## config.mk

```make
export PLATFORM = sky130hd
export DESIGN_NAME = barrier_sync_unit
export DESIGN_NICKNAME = d
export VERILOG_FILES = /design/src/rtl/bsu_pkg.sv /design/src/rtl/bsu_arrive_filter.sv /design/src/rtl/bsu_prio_arb.sv /design/src/rtl/barrier_sync_unit.sv
export SDC_FILE = /design/constraint.sdc
export NUM_CORES = 1
export LEC_CHECK = 0
export ABC_AREA = 0
export BUFFER_PORTS_ARGS = -buffer_cell sky130_fd_sc_hd__clkbuf_2
export CAP_MARGIN = 5
export CORE_AREA = 2 2 42 44
export DETAILED_ROUTE_END_ITERATION = 8
export DIE_AREA = 0 0 44 46
export GPL_ROUTABILITY_DRIVEN = 0
export PLACE_DENSITY_LB_ADDON = 0.05
export SLEW_MARGIN = 25
export SYNTH_ARGS = -nofsm -noshare
export SYNTH_HDL_FRONTEND = slang
export SYNTH_SLANG_ARGS = --single-unit
```

## constraint.sdc

```tcl
create_clock -name clk_i -period 2.3 [get_ports clk_i]
set_input_delay 0.46 -clock clk_i [delete_from_list [all_inputs] [get_ports clk_i]]
set_output_delay 0.46 -clock clk_i [all_outputs]
set_load 0.05 [all_outputs]
```

## src/rtl/bsu_pkg.sv

```systemverilog
package bsu_pkg;
    // Index width that stays legal for a group of one.
    function automatic int idx_width(input int n);
        return (n > 1) ? $clog2(n) : 1;
    endfunction
endpackage

```

## src/rtl/bsu_arrive_filter.sv

```systemverilog
module bsu_arrive_filter #(
    parameter int N_AGENTS = 4
) (
    input  logic [N_AGENTS-1:0] arrive_i,
    input  logic [N_AGENTS-1:0] waiting_i,
    output logic [N_AGENTS-1:0] accept_o,
    output logic                dup_o
);
    logic [N_AGENTS-1:0] dup_vec;

    for (genvar g = 0; g < N_AGENTS; g++) begin : g_agent
        assign accept_o[g] = arrive_i[g] & ~waiting_i[g];
        assign dup_vec[g]  = arrive_i[g] &  waiting_i[g];
    end

    assign dup_o = |dup_vec;
endmodule

```

## src/rtl/bsu_prio_arb.sv

```systemverilog
module bsu_prio_arb #(
    parameter int N_AGENTS = 4,
    parameter int IW       = 2
) (
    input  logic [N_AGENTS-1:0] req_i,
    output logic [N_AGENTS-1:0] gnt_o,
    output logic                any_o,
    output logic [IW-1:0]       idx_o
);
    logic [N_AGENTS:0] seen;

    assign seen[0] = 1'b0;
    for (genvar g = 0; g < N_AGENTS; g++) begin : g_chain
        assign gnt_o[g]    = req_i[g] & ~seen[g];
        assign seen[g + 1] = seen[g] | req_i[g];
    end
    assign any_o = seen[N_AGENTS];

    always_comb begin
        idx_o = '0;
        for (int i = 0; i < N_AGENTS; i++) begin
            if (gnt_o[i]) idx_o = idx_o | IW'(i);
        end
    end
endmodule

```

## src/rtl/barrier_sync_unit.sv

```systemverilog
module barrier_sync_unit #(
    parameter int N_AGENTS = 4,
    localparam int IW = bsu_pkg::idx_width(N_AGENTS)
) (
    input  logic                clk_i,
    input  logic                rst_ni,
    input  logic [N_AGENTS-1:0] arrive_i,
    output logic                grant_valid_o,
    output logic [IW-1:0]       grant_id_o,
    output logic [IW-1:0]       grant_ticket_o,
    output logic                release_o,
    output logic                release_flag_o,
    output logic [N_AGENTS-1:0] waiting_o,
    output logic                error_o
);
    localparam logic [IW-1:0] LAST_TICKET = IW'(N_AGENTS - 1);

    typedef struct packed {
        logic [N_AGENTS-1:0] pending;
        logic [N_AGENTS-1:0] waiting;
        logic [IW-1:0]       count;
        logic                flag;
        logic                rel;
        logic                gvalid;
        logic [IW-1:0]       gid;
        logic [IW-1:0]       gticket;
        logic                err;
    } state_t;

    state_t state_d, state_q;

    logic [N_AGENTS-1:0] accepted;
    logic                dup_any;
    logic [N_AGENTS-1:0] req;
    logic [N_AGENTS-1:0] gnt;
    logic                gnt_any;
    logic [IW-1:0]       gnt_idx;

    bsu_arrive_filter #(.N_AGENTS(N_AGENTS)) i_filter (
        .arrive_i (arrive_i),
        .waiting_i(state_q.waiting),
        .accept_o (accepted),
        .dup_o    (dup_any)
    );

    assign req = state_q.pending | accepted;

    bsu_prio_arb #(.N_AGENTS(N_AGENTS), .IW(IW)) i_arb (
        .req_i(req),
        .gnt_o(gnt),
        .any_o(gnt_any),
        .idx_o(gnt_idx)
    );

    always_comb begin
        state_d         = state_q;
        state_d.rel     = 1'b0;
        state_d.gvalid  = gnt_any;
        state_d.gid     = gnt_idx;
        state_d.gticket = state_q.count;
        state_d.waiting = state_q.waiting | accepted;
        state_d.pending = req & ~gnt;
        state_d.err     = state_q.err | dup_any;
        if (gnt_any) begin
            if (state_q.count == '0) begin
                state_d.flag = 1'b0;
            end
            if (state_q.count == LAST_TICKET) begin
                state_d.count   = '0;
                state_d.flag    = 1'b1;
                state_d.rel     = 1'b1;
                state_d.waiting = '0;
            end else begin
                state_d.count = state_q.count + 1'b1;
            end
        end
    end

    always_ff @(posedge clk_i or negedge rst_ni) begin
        if (!rst_ni) state_q <= '0;
        else         state_q <= state_d;
    end

    assign grant_valid_o  = state_q.gvalid;
    assign grant_id_o     = state_q.gid;
    assign grant_ticket_o = state_q.gticket;
    assign release_o      = state_q.rel;
    assign release_flag_o = state_q.flag;
    assign waiting_o      = state_q.waiting;
    assign error_o        = state_q.err;
endmodule

```

== Word level (Yosys, flattened, before mapping) ==
Cells that the tools add are included.
Word-level totals
  register bits after elaboration: 18
  bits of input ports: 6
  output and inout port bits: 12
  word-level logic and storage cells: 49
Cells by class
  add/subtract/negate cells: 1
  equal/unequal tests: 1
  muxes and demuxes: 8
  bitwise operators: 26
  reduce and logical (&&, ||, !) cells: 4
Operators by type and width (number)
  $and 1x1->1: 11
  $mux 2: 4
  $mux 8: 1
  $or 4x4->4: 2
  $not 1->1: 7
  $and 4x4->4: 1
  $mux 4: 1
  $not 4->4: 1
  $or 1x1->1: 4
  $reduce_or 4->1: 1
  $add 2x1->2 const B: 1
  $eq 2x2->1 const B: 1
  $logic_not 2->1: 1
  $mux 1: 2
  $reduce_and 2->1: 1
  $reduce_bool 2->1: 1

== Logic depth before layout (Yosys ltp) ==
Gate-level depths: netlist of run 1.
  word-level depth: 9
  mapped depth: 4

== Cells and area by module ==
A second synthesis of run 1 with hierarchy kept.
Unflattened totals
  cells, all modules: 65
  area, all modules: 787.0 µm²
By module, submodules not included
  barrier_sync_unit: times used 1, cells an instance 48, area each 680.7 µm², seq. area each 450.4 µm²
  bsu_prio_arb: times used 1, cells an instance 10, area each 58.8 µm², seq. area each 0.0 µm²
  bsu_arrive_filter: times used 1, cells an instance 7, area each 47.5 µm², seq. area each 0.0 µm²

== Worst setup path after synthesis of run 1 ==
No wires, ideal clock.
  path type: in2reg
  from: input port arrive_i[3]
  to: register state_q, in the netlist state_d[1]
  setup time: 0.125 ns
  data arrival time: 1.439 ns
  required time: 2.175 ns
  setup slack: 0.736 ns
  cell stages on the path: 4
  cell sequence: nor2b_1 -> a2111oi_4 -> nand2_4 -> mux2_4
Between the ends
  longest elaborated chain between the ends: 3
Ends and longest elaborated chain
  from (decl): line barrier_sync_unit.sv:7  | input logic [N_AGENTS-1:0] arrive_i,
  $and 1x1->1: line bsu_arrive_filter.sv:12  | assign accept_o[g] = arrive_i[g] & ~waiting_i[g];
  $or 4x4->4: line barrier_sync_unit.sv:46  | assign req = state_q.pending | accepted;
  $or 1x1->1: line bsu_prio_arb.sv:15  | assign seen[g + 1] = seen[g] | req_i[g];
  named net gnt_any: line barrier_sync_unit.sv:36  | logic gnt_any;
  to (signal assigned): line barrier_sync_unit.sv:81  | else state_q <= state_d;
  to (decl): line barrier_sync_unit.sv:30  | state_t state_d, state_q;
The timed path passes the listed nets, and every way through them passes these cells.
A chain may end at the register's enable or synchronous reset.

== Worst setup path in the final report of run 1 ==
  from: register state_q, in the netlist waiting_o[2]
  to: register state_q, in the netlist state_d[1]
Between the ends
  longest elaborated chain between the ends: 5
Ends and longest elaborated chain (line)
  $not 1->1: bsu_arrive_filter.sv:12
  $and 1x1->1: bsu_arrive_filter.sv:12
  $or 4x4->4: barrier_sync_unit.sv:46
  $or 1x1->1 (2 in a row): bsu_prio_arb.sv:15
  named net gnt_any: barrier_sync_unit.sv:36
The timed path passes the listed nets, and every way through them passes these cells.

==> results of run 1 <==
## flip-flops by register name (all words and copies together) (netlist names)
signal	cells
grant_valid_o	1
waiting_o	4
error_o	1
grant_id_o	2
release_flag_o	1
state_q	3
state_d	2
grant_ticket_o	2
release_o	1
## critical path, delay by kind of cell, from the launching register on
family	cells	cell delay [ns]
compound gates	1	0.52
mux	1	0.32
simple gates	1	0.14
flops	1	0.42
buf+inv	1	0.07
## where the power goes
| part | switching (uW) | internal (uW) |
|---|---|---|
| registers | 59.4 | 396 |
| logic | 460 | 205 |
| clock network | 95.3 | 66.1 |
| total | 615 | 668 |
## Yosys cell counts, drive strengths merged, types with 2 or more instances
cell    n  area, um^2
a21oi   9        48.8
nor2b   3        18.8
buf     8        60.1
nor2    7        26.3
dfrtp  17         425
o21ai   2        10.0
inv     2        7.50
mux2    3        41.3
nand2   2        15.0
## cell type report
cell class              instances  area [um^2]  share of cell area (%)
repair buffers                 17         85.1                    10.5
well taps                      17         21.3                    2.62
clock inverters                 1         7.51                   0.923
clock buffers                   3         22.5                    2.77
flip-flops and latches         17          425                    52.3
inverters                       2         7.51                   0.923
multi-input cells              33          244                    30.0
## per-stage QoR
stage | setup WS (ns) | utilization, % | hold slack, ns
6_report | 0.720 | 50.4 | 0.0759
5_1_grt | 0.584 | 50.4 | 0.0908
4_1_cts | 0.696 | 50.4 | 0.0770
3_5_place_dp | 0.513 | 48.5 | 0.413
3_3_place_gp | 0.575 | 48.5 | 0.402
2_1_floorplan | 0.736 | - | 0.164
## logic make-up (layout without fill, tap and decap cells)
| family | count (synthesis) | after routing | share of synthesized area, % |
|---|---|---|---|
| adder cells (fa/ha/maj) | 1 | 1 | 1.70 |
| AO/OA/AOI/OAI | 14 | 14 | 14.8 |
| buffers and inverters | 10 | 23 | 9.17 |
| flip-flops | 17 | 17 | 57.7 |
| multiplexers | 3 | 3 | 5.60 |
| AND/OR/NAND/NOR | 15 | 15 | 11.0 |
## worst paths after layout
kind                                   start                end  slack, ns
worst max-delay path            waiting_o[2]         state_d[1]       0.72
worst min-delay path                  rst_ni         state_d[1]       0.08
worst max register to register  waiting_o[2]         state_d[1]       0.72
worst min register to register    state_d[2]  grant_ticket_o[1]       0.43
max in group asynchronous             rst_ni            error_o       1.92
min in group clk_i               arrive_i[3]            error_o       0.41
## per-layer routing
metal,vias to the layer above,wire length [um],track usage (%)
met4,0,12,9.09
met5,-,0,0
met1,212,517,18.3
met3,2,68,4.76
met2,15,560,20.9
li1,226,-,-
==> results.rst, run 1 <==
.. list-table::
   :header-rows: 1

   * - Metric
     - Value
   * - Run status
     - complete, no violations
   * - Startpoint types
     - flop
   * - Power density over the cells
     - 1580 mW/mm^2
   * - Total standard cell area after synthesis
     - between 700 and 800 um^2
   * - Worst-case vdd ir drop
     - 0.794 mV
   * - Detailed Route Iter0 Violations
     - 9
   * - Post-layout nets
     - 81
   * - Die width
     - 44 um
   * - Average cell area after synthesis
     - 12.3 um^2
   * - Data required time at the worst endpoint
     - approximately 2.5 ns
   * - Floorplan Core Area
     - around 0.0016 mm^2
   * - Antenna violations before repair
     - 0
   * - Category of the most critical setup path
     - reg2reg
   * - Number of enable flip-flop cells after synthesis
     - 0
   * - Number of I/O pins
     - 18
   * - Delay of the slowest cell on the worst path
     - 0.52 ns
   * - Number of synthesis warnings
     - 0
   * - Part of the Yosys area used for sequential elements
     - 57.7%
   * - Initial cell density of the core
     - 45.7%
   * - 1st-pass router iterations
     - 4
   * - CTS buffer count
     - 3
   * - Power Total
     - 1280 uW
   * - Number of DRC violations after detailed routing
     - 0
   * - Final count of pins violating max slew
     - 0
   * - Antenna violation net count after detailed routing
     - 0
   * - Unrepaired setup endpoints after global routing
     - no
   * - Setup Fix Bufs, Post-CTS
     - 0
   * - Fraction of final layout cells with drive strength greater than 1
     - between 40% and 50%
   * - Worst-skew pair later-pin latency
     - 0.29 ns
   * - Cell at the slowest stage of the critical path
     - sky130_fd_sc_hd__a2111oi_4
   * - Clock skew
     - 0.00970 ns
   * - Async set-or-reset flop fraction in the synthesized netlist
     - 100%
   * - Min-Delay Path Class
     - in2async
   * - Commonest cells after routing, fill and taps aside
     - sky130_fd_sc_hd__dfrtp_1 (17), sky130_fd_sc_hd__clkbuf_2 (17), sky130_fd_sc_hd__a21oi_1 (8)
   * - Static leakage power
     - around 0.00039 uW
   * - Reg clk slew, reported paths
     - roughly 0.11 ns
   * - Worst reg-to-reg path cell count
     - 4
   * - Max-Cap Viols
     - 0
   * - Clock tree from TritonCTS
     - yes
   * - Post-Synthesis Net Count
     - 67
   * - Flop and latch count out of synthesis
     - 17
   * - Worst Path Max Fanout
     - 7
   * - Part of the cycle the worst path needs
     - 68.7%
   * - Wire length after detailed routing
     - 1160 um
   * - Relative area change from synthesis to final layout
     - 10.4%
   * - Post_cts resized
     - 0
   * - ANT cells
     - 0
   * - Detailed placement HPWL
     - 886 um
   * - Non-filler instance count after layout
     - 90
   * - Leading register cell type out of synthesis
     - sky130_fd_sc_hd__dfrtp_1
   * - Slew at the pin closest to its max-slew limit
     - about 0.53 ns
   * - Total vias in the final route
     - 455
   * - Peak Freq
     - roughly 630 MHz
   * - Final worst path period need
     - 1.58 ns
   * - Post-Syn Instances
     - 60
   * - Buffers on Ports
     - 17
   * - Remaining max-slew budget at the tightest pin
     - 64.8%
   * - Via count of the first global-routing pass
     - 423
   * - Cell breakdown of the critical path
     - inv_2 -> a2111oi_4 -> nand2_4 -> mux2_4
   * - Hold Buf Count CTS
     - 0
   * - H-Tree Depth
     - 1
   * - Largest net degree at the start of global routing
     - 18
   * - Max Buffers Root-to-Sink
     - 2
   * - Detailed-route wire length per cell
     - 12.9 um
   * - Filler cell count in the final layout
     - ~150
   * - Crit end category
     - flop
   * - Number of distinct library cell variants in the gate-level netlist after synthesis
     - 20
   * - Wire length of the first global-routing pass
     - 1970 um
   * - Vias per cell
     - around 5.1
   * - Number of placement rows
     - 15
   * - Total GRT Usage
     - between 10% and 20%
   * - Setup TNS
     - 0 ns
   * - Dpl cell area
     - roughly 800 um^2
   * - Arrival time worst endpoint
     - 1.77 ns
   * - Die Ht
     - 46 um
   * - Final std cell area, no fill
     - 813 um^2
   * - Final hold viol count
     - 0
   * - Full die area
     - roughly 0.0020 mm^2
   * - Placed cell count
     - 86
   * - Number of clock sinks
     - 17
   * - Residual overflow from global routing
     - 0
   * - Clock root buffer master
     - sky130_fd_sc_hd__clkbuf_4
   * - Final-report setup violation count
     - 0
No activity file was read; power rests on OpenSTA's default activity.
==> run 2: changes to the inputs <==
--- a/config.mk
+++ b/config.mk
@@ -8,9 +8,9 @@
 export ABC_AREA = 0
 export BUFFER_PORTS_ARGS = -buffer_cell sky130_fd_sc_hd__clkbuf_2
 export CAP_MARGIN = 5
-export CORE_AREA = 2 2 42 44
+export CORE_AREA = 2 2 44 46
 export DETAILED_ROUTE_END_ITERATION = 8
-export DIE_AREA = 0 0 44 46
+export DIE_AREA = 0 0 46 48
 export GPL_ROUTABILITY_DRIVEN = 0
 export PLACE_DENSITY_LB_ADDON = 0.05
 export SLEW_MARGIN = 25
==> constraint.sdc (replaced) <==
create_clock -name clk_i -period 1.4 [get_ports clk_i]
set_input_delay 0.28 -clock clk_i [delete_from_list [all_inputs] [get_ports clk_i]]
set_output_delay 0.28 -clock clk_i [all_outputs]
set_load 0.05 [all_outputs]
==> results.rst, run 2 (same netlist as run 1, synthesis figures left out) <==
.. list-table::
   :header-rows: 1

   * - Metric
     - Value
   * - Power Total
     - 2320 uW
   * - H-Tree Depth
     - 1
   * - Die Ht
     - approximately 48 um
   * - Total GRT Usage
     - between 10% and 20%
   * - Detailed-route wire length per cell
     - 12.1 um
   * - Antenna violations before repair
     - 0
   * - 1st-pass router iterations
     - 4
   * - Buffers on Ports
     - 17
   * - Relative area change from synthesis to final layout
     - 25.5%
   * - Final-report setup violation count
     - 0
   * - Fraction of final layout cells with drive strength greater than 1
     - approximately 53%
   * - Detailed placement HPWL
     - 954 um
   * - Data required time at the worst endpoint
     - 1.59 ns
   * - Via count of the first global-routing pass
     - approximately 460
   * - Most common cell after layout, fill and taps aside
     - sky130_fd_sc_hd__dfrtp_1
   * - Number of placement rows
     - 15
   * - Clock root buffer master
     - sky130_fd_sc_hd__clkbuf_4
   * - Static leakage power
     - 0.000461 uW
   * - Peak Freq
     - 719 MHz
   * - Residual overflow from global routing
     - 0
   * - Part of the cycle the worst path needs
     - 99.3%
   * - Total vias in the final route
     - 491
   * - Final count of pins violating max slew
     - 0
   * - Unrepaired setup endpoints after global routing
     - yes
   * - Number of clock sinks
     - 17
   * - Final worst path period need
     - 1.39 ns
   * - Vias per cell
     - 4.72
   * - Wire length of the first global-routing pass
     - 2010 um
   * - Worst Path Max Fanout
     - 5
   * - Initial cell density of the core
     - 43.6%
   * - Run status
     - complete, no violations
   * - Worst-skew pair later-pin latency
     - 0.29 ns
   * - Max Buffers Root-to-Sink
     - 2
   * - Placed cell count
     - 98
   * - Slew at the pin closest to its max-slew limit
     - 0.408 ns
   * - Start point of the worst min-delay path
     - arrive_i[1]
   * - Detailed Route Iter0 Violations
     - 8
   * - Reg clk slew, reported paths
     - 0.10 ns
   * - ANT cells
     - 0
   * - Largest net degree at the start of global routing
     - 18
   * - CP startpoint
     - state_q[16]
   * - Arrival time worst endpoint
     - about 1.6 ns
   * - Startpoint types
     - flop
   * - Commonest cells after routing, fill and taps aside
     - sky130_fd_sc_hd__dfrtp_1 (17), sky130_fd_sc_hd__clkbuf_2 (16), sky130_fd_sc_hd__buf_4 (13)
   * - CTS buffer count
     - 3
   * - Clock tree from TritonCTS
     - yes
   * - Remaining max-slew budget at the tightest pin
     - between 70 and 80%
   * - Crit end category
     - flop
   * - Reg-to-reg startpoint
     - state_q[16]
   * - Wire length after detailed routing
     - 1260 um
   * - Non-filler instance count after layout
     - 104
   * - Full die area
     - around 0.0022 mm^2
   * - Clock skew
     - 0.00863 ns
   * - Number of I/O pins
     - 18
   * - Antenna violation net count after detailed routing
     - 0
   * - Die width
     - about 46 um
   * - Final hold viol count
     - 0
   * - Category of the most critical setup path
     - reg2reg
   * - Min-Delay Path Class
     - in2reg
   * - Max-Cap Viols
     - 0
   * - Post-layout nets
     - 95
   * - Worst-case vdd ir drop
     - 1.24 mV
   * - Power density over the cells
     - around 2500 mW/mm^2
   * - Floorplan Core Area
     - 0.00169 mm^2
   * - Flip-flop count of the largest register, all copies and words added
     - 4
   * - Number of DRC violations after detailed routing
     - 0
[run 2: changes by cell type in the layout (fill, tap and decap cells not counted), sizes merged]
cell and change:
buf +14, clkinvlp -1, clkinv +1, dlygate4sd3 +1, clkbuf -1
[run 2: final timing paths]
kind	to	slack, ns	cells past startpoint
min reg2reg	grant_ticket_o[1]	0.44	0
max	state_d[1]	0.01	3
min	waiting_o[1]	0.30	3
max in group asynchronous	error_o	0.67	2
min in group asynchronous	grant_ticket_o[0]	0.44	2
max reg2reg	state_d[1]	0.01	3
[run 2: stage by stage]
stage / setup TNS (ns) / setup WS [ns] / util (%) / hold WS [ns] / area, um^2
6_report: 0 / 0.00965 / 54.7 / 0.302 / 925
5_1_grt: -0.292 / -0.0727 / 54.7 / 0.303 / 925
4_1_cts: -0.0214 / -0.0113 / 53.9 / 0.288 / 911
3_5_place_dp: -0.445 / -0.105 / 51.7 / 0.228 / 873
3_3_place_gp: -0.313 / -0.0775 / 51.7 / 0.231 / 873
2_1_floorplan: 0 / 0.00295 / - / -0.0156 / 737
[run 2: critical path, cell delays in order (launching register included)]
cell,delay [ns]
sky130_fd_sc_hd__dfrtp_1,0.41
sky130_fd_sc_hd__a2111oi_4,0.45
sky130_fd_sc_hd__nand2_4,0.12
sky130_fd_sc_hd__mux2_4,0.31
[run 2: cell type report]
type,count,area [um^2]
Clock buffer,3,22.5
Clock inverter,1,5.00
Fill cell,150,764
Inverter,2,7.51
Multi-Input combinational cell,33,250
Sequential cell,17,425
Tap cell,17,21.3
Timing Repair Buffer,31,193
[run 2: power by group]
part	internal, uW	leakage (uW)	switching, uW	total (uW)
Sequential	650	0.000202	70.1	720
Combinational	502	0.000241	839	1340
Clock	106	0.0000177	155	262
[run 2: what timing repair did]
action                     4_1_cts  5_1_grt
hold buffers                     1        0
gates resized for setup          0        3
setup endpoints to repair        2        8
setup buffers                    0        1
pin swaps                        0        1
hold endpoints to repair        17        0
cloned                           0        0
[run 2: per-layer routing]
layer | global-route usage (%) | vias up | part of all wire [%] | wire (um)
met2 | 17.5 | 17 | 40 | 506
met1 | 20.0 | 218 | 54 | 673
li1 | - | 254 | - | -
met4 | 10.3 | 0 | 1.4 | 18
met5 | 0 | - | 0 | 0
met3 | 3.40 | 2 | 4.5 | 56
==> run 3: changes to the inputs <==
==> constraint.sdc (replaced) <==
create_clock -name clk_i -period 1.4 [get_ports clk_i]
set_input_delay 0 -clock clk_i [delete_from_list [all_inputs] [get_ports clk_i]]
set_output_delay 0 -clock clk_i [all_outputs]
set_load 0.05 [all_outputs]
==> results.rst, run 3 (same netlist as run 1, synthesis figures left out) <==
.. list-table::
   :header-rows: 1

   * - Metric
     - Value
   * - Run status
     - complete, no violations
   * - Worst Setup Slack post-DPL
     - ~0.0027 ns
   * - Peak Freq
     - 718 MHz
   * - Commonest cells after routing, fill and taps aside
     - sky130_fd_sc_hd__dfrtp_1 (17), sky130_fd_sc_hd__clkbuf_2 (17), sky130_fd_sc_hd__buf_4 (12)
   * - Data required time at the worst endpoint
     - 1.57 ns
   * - Hold Path Stages
     - 3
   * - Power density over the cells
     - 2470 mW/mm^2
   * - Filler cell count in the final layout
     - 158
   * - Worst-case vdd ir drop
     - 1.57 mV
   * - Fraction of final layout cells with drive strength greater than 1
     - 49.4%
   * - Max-Cap Viols
     - 0
   * - Power share of the clock group
     - 11.1%
   * - Number of DRC violations after detailed routing
     - 0
   * - Antenna violations before repair
     - 0
   * - Clock skew
     - 0.00428 ns
   * - Detailed Route Iter0 Violations
     - 4
   * - Worst-skew pair later-pin latency
     - approximately 0.28 ns
   * - CTS buffer count
     - 3
   * - Relative area change from synthesis to final layout
     - 28.9%
   * - Final std cell area, no fill
     - 950 um^2
   * - Final-report setup violation count
     - 0
   * - Max Buffers Root-to-Sink
     - 2
   * - Vias per cell
     - 4.75
   * - Final worst path period need
     - 1.39 ns
   * - Worst reg-to-reg path cell count
     - 4
   * - Reg clk slew, reported paths
     - 0.10 ns
   * - Crit end category
     - flop
   * - Arrival time worst endpoint
     - 1.57 ns
   * - Total vias in the final route
     - 504
   * - Proportion of power drawn by flip-flops and latches
     - 30.8%
   * - H-Tree Depth
     - 1
   * - Category of the most critical setup path
     - reg2reg
   * - Crit Reg-Reg Endpoint
     - state_d[1]
   * - Power Total
     - 2350 uW
   * - Worst setup slack for register-to-register paths
     - 0.007 ns
   * - Wire length after detailed routing
     - 1310 um
   * - Full die area
     - 0.00221 mm^2
   * - Residual overflow from global routing
     - 0
   * - Number of I/O pins
     - 18
   * - Floorplan Core Area
     - 0.00169 mm^2
   * - ANT cells
     - 0
   * - Comb power frac
     - 58.0%
   * - Reg-to-reg startpoint
     - state_q[16]
   * - Final hold viol count
     - 0
   * - Clock root buffer master
     - sky130_fd_sc_hd__clkbuf_4
   * - Clock tree from TritonCTS
     - yes
   * - 1st-pass router iterations
     - 4
   * - Initial cell density of the core
     - 43.6%
   * - Min-Delay Path Class
     - in2reg
   * - Switching part of the total power
     - 45.2%
   * - Final count of pins violating max slew
     - 0
   * - Area used by sequential logic in the layout
     - 425 um^2
   * - Die width
     - 46 um
   * - Unrepaired setup endpoints after global routing
     - yes
   * - Via count of the first global-routing pass
     - 420
   * - Detailed-route wire length per cell
     - ~12 um
   * - Antenna violation net count after detailed routing
     - 0
   * - Hold slack
     - 0.0453 ns
   * - Worst Path Max Fanout
     - 5
   * - Flip-flop count of the largest register, all copies and words added
     - 4
   * - Startpoint types
     - flop
   * - Number of clock sinks
     - 17
   * - Net load switching power
     - 1060 uW
   * - Cell Int Power
     - 1290 uW
   * - Die Ht
     - around 48 um
   * - Start point of the worst min-delay path
     - arrive_i[2]
   * - End point of the most critical hold path
     - waiting_o[2]
   * - Post-layout nets
     - 97
   * - Wire length of the first global-routing pass
     - just over 2000 um
   * - Total GRT Usage
     - roughly 14%
   * - Static leakage power
     - between 0.0004 and 0.0005 uW
   * - Final worst slack
     - 0.00698 ns
   * - Remaining max-slew budget at the tightest pin
     - 72.0%
   * - Number of placement rows
     - 15
   * - Largest net degree at the start of global routing
     - 18
   * - Dpl cell area
     - between 800 and 900 um^2
   * - Slew at the pin closest to its max-slew limit
     - around 0.42 ns
   * - Total area of multi-input combinational cells
     - about 250 um^2
   * - Detailed placement HPWL
     - ~930 um
   * - Part of the cycle the worst path needs
     - 99.5%
   * - Buffers on Ports
     - 17
[run 3: worst max-delay path by stage]
stage | startpoint | end | slack (ns) | depth (start not counted)
finish | state_q[16] | state_d[1] | 0.007 | 4
global route | waiting_o[2] | state_d[1] | -0.03 | 5
CTS | state_q[16] | state_d[1] | -0.01 | 3
floorplan | waiting_o[3] | state_d[1] | 0.003 | 4
detailed placement | state_q[16] | state_d[1] | 0.003 | 3
global placement | state_q[16] | state_d[2] | 0.03 | 3
[run 3: area by class of cell]
type                            instances  share of cell area (%)
Tap cell                               17                    2.24
Timing Repair Buffer                   33                    22.7
Clock buffer                            4                    2.77
Sequential cell                        17                    44.8
Inverter                                2                   0.791
Multi-Input combinational cell         33                    26.7
[run 3: timing repair]
item                       in CTS  in global routing
gates resized for setup         0                  3
gates cloned                    0                  0
hold buffers                    3                  1
hold endpoints to repair       19                  1
setup endpoints to repair       2                  7
setup buffers                   0                  3
pin swaps                       0                  1
[run 3: stage by stage]
step                utilization, %  std cells  TNS (ns)
floorplan                        -         60         0
global placement              50.4         95         0
detailed placement            50.4         95         0
CTS                           53.7        102   -0.0201
global route                  56.2        106   -0.0633
finish                        56.2        106         0
[run 3: power by group through the flow]
stage / Sequential (uW) / Combinational (uW) / Clock (uW)
floorplan: 838 / 938 / 0
global route: 746 / 1450 / 294
global placement: 727 / 1300 / 0
CTS: 719 / 1310 / 267
detailed placement: 730 / 1300 / 0
finish: 723 / 1360 / 261
[run 3: metal layers]
layer / track usage [%] / wire (um)
met1: 21.2 / 690
met4: 8.57 / 18
met5: 0 / 0
met2: 17.5 / 554
met3: 3.40 / 44
[run 3: critical path, stage by stage (launching register included)]
cell and delay [ns]:
sky130_fd_sc_hd__dfrtp_1 0.41, sky130_fd_sc_hd__a2111oi_4 0.32, sky130_fd_sc_hd__buf_4 0.19, sky130_fd_sc_hd__nand2_4 0.07, sky130_fd_sc_hd__mux2_4 0.29
